$ cat src/rtl/frac_mac_pkg.sv
package frac_mac_pkg;
  typedef enum logic [1:0] {
    OP_LOAD = 2'd0,
    OP_MAC  = 2'd1,
    OP_MAS  = 2'd2,
    OP_CLR  = 2'd3
  } mac_op_e;
endpackage

$ cat src/rtl/frac_mac_mult.sv
module frac_mac_mult #(
  parameter int DW = 16,
  parameter int AW = 40
) (
  input  logic [DW-1:0] a,
  input  logic [DW-1:0] b,
  input  logic          frac_en,
  input  logic          psat_en,
  input  logic          sat_en,
  output logic [AW-1:0] prod
);
  localparam int PW = 2 * DW;

  logic signed [PW-1:0] raw;
  logic [AW-1:0]        ext;
  logic [AW-1:0]        dbl;
  logic                 both_min;
  logic                 force_max;

  always_comb begin
    raw       = $signed(a) * $signed(b);
    ext       = {{(AW-PW){raw[PW-1]}}, raw};
    dbl       = frac_en ? {ext[AW-2:0], 1'b0} : ext;
    both_min  = (a == {1'b1, {(DW-1){1'b0}}}) && (b == {1'b1, {(DW-1){1'b0}}});
    force_max = frac_en && psat_en && sat_en && both_min;
    prod      = force_max ? {{(AW-PW+1){1'b0}}, {(PW-1){1'b1}}} : dbl;
  end

  // with all three modes on, the transient 2^31 product never leaves this stage
  always_comb begin
    if (frac_en && psat_en && sat_en)
      p_no_min_square_r7: assert (prod != {{(AW-PW){1'b0}}, 1'b1, {(PW-1){1'b0}}});
  end

  // a doubled product is even unless it was forced to the maximum
  always_comb begin
    if (frac_en && !force_max)
      p_frac_even_r6: assert (prod[0] == 1'b0);
  end
endmodule

$ cat src/rtl/frac_mac_addsat.sv
module frac_mac_addsat #(
  parameter int AW = 40,
  parameter int NW = 32
) (
  input  logic [AW-1:0] acc_in,
  input  logic [AW-1:0] prod,
  input  logic          sub,
  input  logic          sat_en,
  input  logic          wide_en,
  output logic [AW-1:0] res,
  output logic          ovf
);
  localparam int HW = AW - NW + 2;

  logic signed [AW:0] exact;
  logic [HW-1:0]      top_bits;
  logic               ovf_wide;
  logic               ovf_nar;
  logic               neg;
  logic [AW-1:0]      clip;

  always_comb begin
    if (sub) exact = $signed({acc_in[AW-1], acc_in}) - $signed({prod[AW-1], prod});
    else     exact = $signed({acc_in[AW-1], acc_in}) + $signed({prod[AW-1], prod});
    top_bits = exact[AW:NW-1];
    ovf_wide = exact[AW] ^ exact[AW-1];
    ovf_nar  = !((&top_bits) || !(|top_bits));
    ovf      = wide_en ? ovf_wide : ovf_nar;
    neg      = exact[AW];
    if (wide_en)
      clip = neg ? {1'b1, {(AW-1){1'b0}}} : {1'b0, {(AW-1){1'b1}}};
    else
      clip = neg ? {{(AW-NW+1){1'b1}}, {(NW-1){1'b0}}}
                 : {{(AW-NW+1){1'b0}}, {(NW-1){1'b1}}};
    res = (sat_en && ovf) ? clip : exact[AW-1:0];
  end

  // a saturated narrow result fits the signed narrow range
  always_comb begin
    if (sat_en && !wide_en && ovf)
      p_clip_narrow_r8: assert ((&res[AW-1:NW-1]) || !(|res[AW-1:NW-1]));
  end

  // a saturated wide result sits at one end of the 40-bit range
  always_comb begin
    if (sat_en && wide_en && ovf)
      p_clip_wide_r9: assert (res[AW-2:0] == {(AW-1){~res[AW-1]}});
  end
endmodule

$ cat src/rtl/frac_mac.sv
module frac_mac #(
  parameter int DW = 16,
  parameter int GW = 8
) (
  input  logic                clk,
  input  logic                rst_n,
  input  logic                in_valid,
  output logic                in_ready,
  input  logic [1:0]          op,
  input  logic [DW-1:0]       opa,
  input  logic [DW-1:0]       opb,
  input  logic                frac_en,
  input  logic                psat_en,
  input  logic                sat_en,
  input  logic                wide_en,
  input  logic                sext_en,
  input  logic                ovf_clr,
  output logic [2*DW+GW-1:0]  acc,
  output logic                ovf
);
  import frac_mac_pkg::*;

  localparam int AW = 2 * DW + GW;
  localparam int NW = 2 * DW;

  mac_op_e       op_e;
  logic [AW-1:0] acc_q;
  logic          ovf_q;
  logic [AW-1:0] prod;
  logic [AW-1:0] sum;
  logic          sum_ovf;
  logic [AW-1:0] acc_d;
  logic          new_ovf;

  assign op_e     = mac_op_e'(op);
  assign in_ready = 1'b1;

  frac_mac_mult #(.DW(DW), .AW(AW)) u_mult (
    .a(opa), .b(opb), .frac_en(frac_en), .psat_en(psat_en),
    .sat_en(sat_en), .prod(prod)
  );

  frac_mac_addsat #(.AW(AW), .NW(NW)) u_addsat (
    .acc_in(acc_q), .prod(prod), .sub(op_e == OP_MAS), .sat_en(sat_en),
    .wide_en(wide_en), .res(sum), .ovf(sum_ovf)
  );

  always_comb begin
    acc_d   = acc_q;
    new_ovf = 1'b0;
    if (in_valid) begin
      unique case (op_e)
        OP_LOAD: acc_d = sext_en ? {{(AW-DW){opa[DW-1]}}, opa} : {{(AW-DW){1'b0}}, opa};
        OP_MAC, OP_MAS: begin
          acc_d   = sum;
          new_ovf = sum_ovf;
        end
        default: acc_d = '0;
      endcase
    end
  end

  always_ff @(posedge clk or negedge rst_n) begin
    if (!rst_n) begin
      acc_q <= '0;
      ovf_q <= 1'b0;
    end else begin
      acc_q <= acc_d;
      ovf_q <= (ovf_q && !ovf_clr) || new_ovf;
    end
  end

  assign acc = acc_q;
  assign ovf = ovf_q;

  p_hold_r12: assert property (@(posedge clk) disable iff (!rst_n)
    !in_valid |=> $stable(acc_q));

  p_clear_r11: assert property (@(posedge clk) disable iff (!rst_n)
    (in_valid && op == 2'd3) |=> (acc_q == '0));

  p_sticky_r10: assert property (@(posedge clk) disable iff (!rst_n)
    (ovf_q && !ovf_clr) |=> ovf_q);

  p_load_no_ovf_r2: assert property (@(posedge clk) disable iff (!rst_n)
    (in_valid && op == 2'd0 && !ovf_q) |=> !ovf_q);
endmodule

$ cat config.mk
export PLATFORM = sky130hd
export DESIGN_NAME = frac_mac
export DESIGN_NICKNAME = d
export VERILOG_FILES = /design/src/rtl/frac_mac_pkg.sv /design/src/rtl/frac_mac_mult.sv /design/src/rtl/frac_mac_addsat.sv /design/src/rtl/frac_mac.sv
export SDC_FILE = /design/constraint.sdc
export NUM_CORES = 1
export LEC_CHECK = 0
export CAP_MARGIN = 20
export CORE_AREA = 2 2 197 199
export CTS_BUF_LIST = sky130_fd_sc_hd__clkbuf_4
export DETAILED_ROUTE_END_ITERATION = 10
export DIE_AREA = 0 0 199 201
export PLACE_DENSITY = 0.63
export SYNTH_ARGS = -nofsm -noshare
export SYNTH_HDL_FRONTEND = slang
export SYNTH_HIERARCHICAL = 1
export SYNTH_SLANG_ARGS = --single-unit
export TNS_END_PERCENT = 50
$ cat constraint.sdc
create_clock -name clk -period 10.05 [get_ports clk]
set_clock_uncertainty 0.2 [all_clocks]
set_input_delay 1.5075 -clock clk [delete_from_list [all_inputs] [get_ports clk]]
set_output_delay 1.5075 -clock clk [all_outputs]
set_load 0.02 [all_outputs]
==> impl_metrics.env, run 1 <==
export IMPL_yosys_top_cells_count="sky130_fd_sc_hd__inv_1 (312), sky130_fd_sc_hd__fa_1 (263), sky130_fd_sc_hd__nand2_1 (225), sky130_fd_sc_hd__and2_1 (130), sky130_fd_sc_hd__ha_1 (128)"
export IMPL_setup_violations=41
export IMPL_pre_cts_setup_slack_ps=-2700
export IMPL_grt_remaining_overflow=0
export IMPL_post_synthesis_compound_gate_area_fraction=0.169
export IMPL_post_synthesis_async_set_or_reset_flop_share=1.00
export IMPL_synthMostInstantiatedCell="sky130_fd_sc_hd__inv_1"
export IMPL_number_of_flops_mapped_to_enable_cells_by_yosys=0
export IMPL_place_detailed_instances=2863
export IMPL_layout_min_cycle_time_ps=11590
export IMPL_synthSimpleGateAreaFrac=0.186
export IMPL_htree_num_levels=2
export IMPL_post_route_setup_tns_ps=-60580
export IMPL_design_core_area_sq_um=38100
export IMPL_final_net_count=2873
export IMPL_max_slew_violation_count=0
export IMPL_die_width_microns=199
export IMPL_syn2layout_area_growth_pct=38.1
export IMPL_proportion_of_layout_cells_with_a_drive_suffix_above_1=0.322
export IMPL_failed_checks="setup timing"
export IMPL_crit_path_max_fanout=8
export IMPL_initial_antenna_violation_count=2
export IMPL_top_level_ports=85
export IMPL_max_freq_mhz=86.3
export IMPL_net_count_after_synthesis=2387
export IMPL_worstPathArrival_ps=11710
export IMPL_row_count=72
export IMPL_tritoncts_clock_tree="done"
export IMPL_die_area_sq_um=40000
export IMPL_synth_cells=1953
export IMPL_non_filler_instances=2961
export IMPL_port_buffer_count=83
export IMPL_cts_buffer_depth=2
export IMPL_synth_xor_area_share=0.0534
export IMPL_synth_avg_cell_area_sq_um=8.40
export IMPL_die_h_microns=201
export IMPL_hold_path_class="flop to flop"
export IMPL_numCtsBuffers=5
export IMPL_cp_data_required_time_ps=10170
export IMPL_finalWirelength_microns=52500
export IMPL_end_kind="flop"
export IMPL_global_route_usage_total=0.259
export IMPL_floorplan_initialDensity=0.430
export IMPL_clk_transition_reported_paths_ps=130
export IMPL_worst_setup_margin_ps=-1540
export IMPL_clock_sinks=41
export IMPL_yosys_warnings=6
export IMPL_grt_setup_unrepaired="yes"
export IMPL_cap_violations=0
export IMPL_startpoint_type="primary input"
export IMPL_synth_adder_area_share=0.419
export IMPL_synth_seq_cells=41
export IMPL_post_synth_top_area_fraction=0.321
export IMPL_clk_insertion_delay_late_ps=380
export IMPL_wire_length_of_the_first_global_routing_pass_microns=83200
export IMPL_drt_iter0_markers=968
export IMPL_layout_worst_path_cycle_share=1.15
export IMPL_timing_hold_violations_final=0
export IMPL_detailed_placement_hpwl_microns=42500
export IMPL_num_vias=15900
export IMPL_post_synth_instance_area_sq_um=16400
export IMPL_post_drt_via_cell_ratio=5.37
export IMPL_critPathKind="primary input to flop"
export IMPL_drtAntennaViolNets=0
export IMPL_globalplace_congestion=0.907
export IMPL_ctsRootBufferMaster="sky130_fd_sc_hd__clkbuf_4"
export IMPL_yosysSeqAreaShare=0.0626
export IMPL_max_slew_worst_pin_slew_ps=947
export IMPL_critical_path_slowest_cell="sky130_fd_sc_hd__or4b_4"
export IMPL_yosysUniqueCellTypes=88
export IMPL_synth_top_family_by_area="adder cells"
export IMPL_synth_top_cell_by_area="sky130_fd_sc_hd__fa_1"
export IMPL_outcome="complete, but fails checks"
export IMPL_top_ff_cell_synth="sky130_fd_sc_hd__dfrtp_1"
export IMPL_cpPeakStageDelay_ps=570
export IMPL_grt_start_max_net_pins=42
export IMPL_drt_pre_antenna_iters=5
export IMPL_worst_slew_margin_rel=0.369
export IMPL_synth_top_cells_by_area="sky130_fd_sc_hd__fa_1 (32%), sky130_fd_sc_hd__ha_1 (9.8%), sky130_fd_sc_hd__inv_1 (7.1%), sky130_fd_sc_hd__dfrtp_1 (6.3%), sky130_fd_sc_hd__nand2_1 (5.2%)"
export IMPL_muxShareOfSynthArea=0.00679
export IMPL_first_global_vias=16600
export IMPL_post_drt_wl_per_cell_microns=17.7
export IMPL_remaining_drc_errors=0
final cells by class:
cell class                      instances  area [sq um]
Multi-Input combinational cell       1498         14800
Antenna cell                            3          7.51
Timing Repair Buffer                  580          4860
Fill cell                            3370         15500
Clock buffer                            5          37.5
Inverter                              313          1180
Sequential cell                        41          1030
Clock inverter                          3          65.1
Tap cell                              518           648
kinds of logic after synthesis:
group,after synthesis
adders and majority gates,391
DFF,41
and+or+nand+nor,610
AOI/OAI and AO/OA,385
muxes,11
other,1
xor gates and xnor gates,100
buffers and inverters,414
state kept, by name, indices dropped and copies added (netlist names):
| signal | count |
|---|---|
| acc | 40 |
| ovf | 1 |
metrics by stage:
stage          area (sq um)  hold WS [ps]  utilization
2_1_floorplan         16600           412            -
5_1_grt               22600           358        0.594
3_3_place_gp          20600           322        0.542
4_1_cts               21800           343        0.571
3_5_place_dp          20600           313        0.542
6_report              22700           339        0.594
critical path, delay by kind of cell:
family                   cells  cell delay (ps)
adder cells (fa/ha/maj)      8             3520
AND/OR/NAND/NOR             10             2340
AO/OA/AOI/OAI               11             2020
buffers and inverters       14             1800
XOR/XNOR                     2              270
multiplexers                 1              250
per-layer routing:
layer  track usage  wire length (microns)
met1         0.350                  23000
met2         0.450                  25700
met3        0.0150                   2310
met4        0.0688                   1470
met5             0                     12
what timing repair did:
item                                    CTS  global route
cloned                                    7             4
pin swaps                                99            96
buffers inserted                         56            23
endpoints found under the setup margin   41            41
resized for setup                       242           165
hold buffers                              0             0
placed cells by master, fill, tap and decap left out, drive strengths merged, types with 36 or more instances in the layout:
| master | count |
|---|---|
| ha | 128 |
| o21ai | 68 |
| fa | 263 |
| a21oi | 108 |
| inv | 313 |
| nand2 | 226 |
| xnor2 | 80 |
| nor2 | 80 |
| o31ai | 36 |
| dfrtp | 41 |
| clkdlybuf4s50 | 51 |
| and2 | 130 |
| buf | 508 |
path summary, 6_finish.rpt:
check	startpoint	cells after the start	endpoint	slack [ps]
min in group asynchronous	rst_n	1	acc[7]$_DFFE_PN0P_	1040
min	acc[0]$_DFFE_PN0P_	1	acc[0]$_DFFE_PN0P_	340
max	opa[6]	46	acc[0]$_DFFE_PN0P_	-1540
max reg2reg	acc[0]$_DFFE_PN0P_	23	acc[0]$_DFFE_PN0P_	4990
max in group asynchronous	rst_n	1	acc[29]$_DFFE_PN0P_	7980
min reg2reg	acc[0]$_DFFE_PN0P_	1	acc[0]$_DFFE_PN0P_	340
Power of run 1 is left out: the tool's default activity adds up to more than one toggle a clock period on the data nets, which glitch-free logic cannot reach.
==> inputs of run 2 (changes only) <==
Settings changed: TNS_END_PERCENT 50 to 20.
==> impl_metrics.env, run 2 (synthesized netlist as in run 1, its figures left out) <==
export IMPL_post_route_setup_tns_ps=-68870
export IMPL_failed_checks="setup timing"
export IMPL_initial_antenna_violation_count=2
export IMPL_cts_buffer_depth=2
export IMPL_clk_insertion_delay_late_ps=390
export IMPL_top_level_ports=85
export IMPL_cp_data_required_time_ps=10110
export IMPL_cap_violations=0
export IMPL_max_slew_worst_pin_slew_ps=903
export IMPL_drt_pre_antenna_iters=5
export IMPL_pre_cts_setup_slack_ps=-3090
export IMPL_num_vias=15800
export IMPL_htree_num_levels=2
export IMPL_tritoncts_clock_tree="done"
export IMPL_end_kind="flop"
export IMPL_layout_commonest_cell="sky130_fd_sc_hd__buf_4"
export IMPL_remaining_drc_errors=0
export IMPL_critPathMostFrequentCell="sky130_fd_sc_hd__buf_6"
export IMPL_layout_filler_cells=3291
export IMPL_syn2layout_area_growth_pct=38.4
export IMPL_detailed_placement_hpwl_microns=41800
export IMPL_critPathKind="primary input to flop"
export IMPL_clk_transition_reported_paths_ps=130
export IMPL_die_h_microns=201
export IMPL_final_net_count=2888
export IMPL_layout_worst_path_cycle_share=1.17
export IMPL_drtAntennaViolNets=0
export IMPL_final_util=0.596
export IMPL_outcome="complete, but fails checks"
export IMPL_port_buffer_count=83
export IMPL_grt_setup_unrepaired="yes"
export IMPL_crit_path_max_fanout=8
export IMPL_global_route_usage_total=0.258
export IMPL_drt_iter0_markers=871
export IMPL_timing_hold_violations_final=0
export IMPL_critical_path_slowest_cell="sky130_fd_sc_hd__fa_2"
export IMPL_hold_path_class="flop to flop"
export IMPL_ctsRootBufferMaster="sky130_fd_sc_hd__clkbuf_4"
export IMPL_row_count=72
export IMPL_numCtsBuffers=5
export IMPL_post_drt_wl_per_cell_microns=17.1
export IMPL_largest_reg_flops=40
export IMPL_wire_length_of_the_first_global_routing_pass_microns=82600
export IMPL_startpoint_type="primary input"
export IMPL_max_freq_mhz=84.8
export IMPL_clock_sinks=41
export IMPL_layout_min_cycle_time_ps=11790
export IMPL_proportion_of_layout_cells_with_a_drive_suffix_above_1=0.318
export IMPL_grt_remaining_overflow=0
export IMPL_hold_slack_ps=351
export IMPL_worstPathArrival_ps=11850
export IMPL_die_area_sq_um=40000
export IMPL_setup_violations=41
export IMPL_finalWirelength_microns=50900
export IMPL_final_cell_mix="sky130_fd_sc_hd__buf_4 (438), sky130_fd_sc_hd__inv_1 (290), sky130_fd_sc_hd__fa_1 (244)"
export IMPL_post_drt_via_cell_ratio=5.30
export IMPL_first_global_vias=16300
export IMPL_globalplace_congestion=0.944
export IMPL_design_core_area_sq_um=38100
export IMPL_max_slew_violation_count=0
export IMPL_cpPeakStageDelay_ps=680
export IMPL_worst_slew_margin_rel=0.398
export IMPL_postCtsHoldBufs=0
export IMPL_worst_setup_margin_ps=-1740
export IMPL_floorplan_initialDensity=0.430
export IMPL_die_width_microns=199
export IMPL_grt_start_max_net_pins=42
## run 2: worst max-delay path: cells and delay by family
| family | cells | cell delay [ps] |
|---|---|---|
| AOI/OAI and AO/OA | 12 | 2120 |
| xor gates and xnor gates | 1 | 130 |
| adders and majority gates | 9 | 4000 |
| buffers and inverters | 16 | 1870 |
| muxes | 1 | 110 |
| and+or+nand+nor | 10 | 2120 |
## run 2: path summary, 6_finish.rpt
check / start / cells after the start / to / slack (ps)
min: ovf$_DFF_PN0_ / 2 / ovf$_DFF_PN0_ / 350
max reg2reg: acc[0]$_DFFE_PN0P_ / 22 / acc[23]$_DFFE_PN0P_ / 5020
min in group asynchronous: rst_n / 1 / acc[5]$_DFFE_PN0P_ / 1020
max in group asynchronous: rst_n / 1 / acc[38]$_DFFE_PN0P_ / 8040
max: opa[15] / 49 / acc[23]$_DFFE_PN0P_ / -1740
min reg2reg: ovf$_DFF_PN0_ / 2 / ovf$_DFF_PN0_ / 350
## run 2: routing by layer
metal	vias to the layer above	GRT usage	share of wire
met5	-	0	0
li1	7472	-	-
met4	0	0.0557	0.020
met2	484	0.450	0.49
met3	69	0.0136	0.048
met1	7740	0.353	0.44
## run 2: layout make-up
type | count | area [sq um] | share of cell area
Multi-Input combinational cell | 1498 | 14600 | 0.644
Timing Repair Buffer | 595 | 5120 | 0.225
Inverter | 313 | 1180 | 0.0520
Sequential cell | 41 | 1030 | 0.0452
Tap cell | 518 | 648 | 0.0286
Clock inverter | 3 | 65.1 | 0.00287
Clock buffer | 5 | 37.5 | 0.00165
Antenna cell | 3 | 7.51 | 0.000331
## run 2: what timing repair did
item,in CTS,in global routing
buffers inserted,76,18
pin swaps,159,104
gates resized for setup,299,77
cloned,7,0
setup endpoints to repair,41,41
## run 2: per-stage QoR
stage,cells,area (sq um)
6_report,2976,22700
4_1_cts,2957,22300
3_3_place_gp,2866,20700
5_1_grt,2974,22700
2_1_floorplan,1953,16600
3_5_place_dp,2866,20700
Power of run 2 is left out for the same reason.
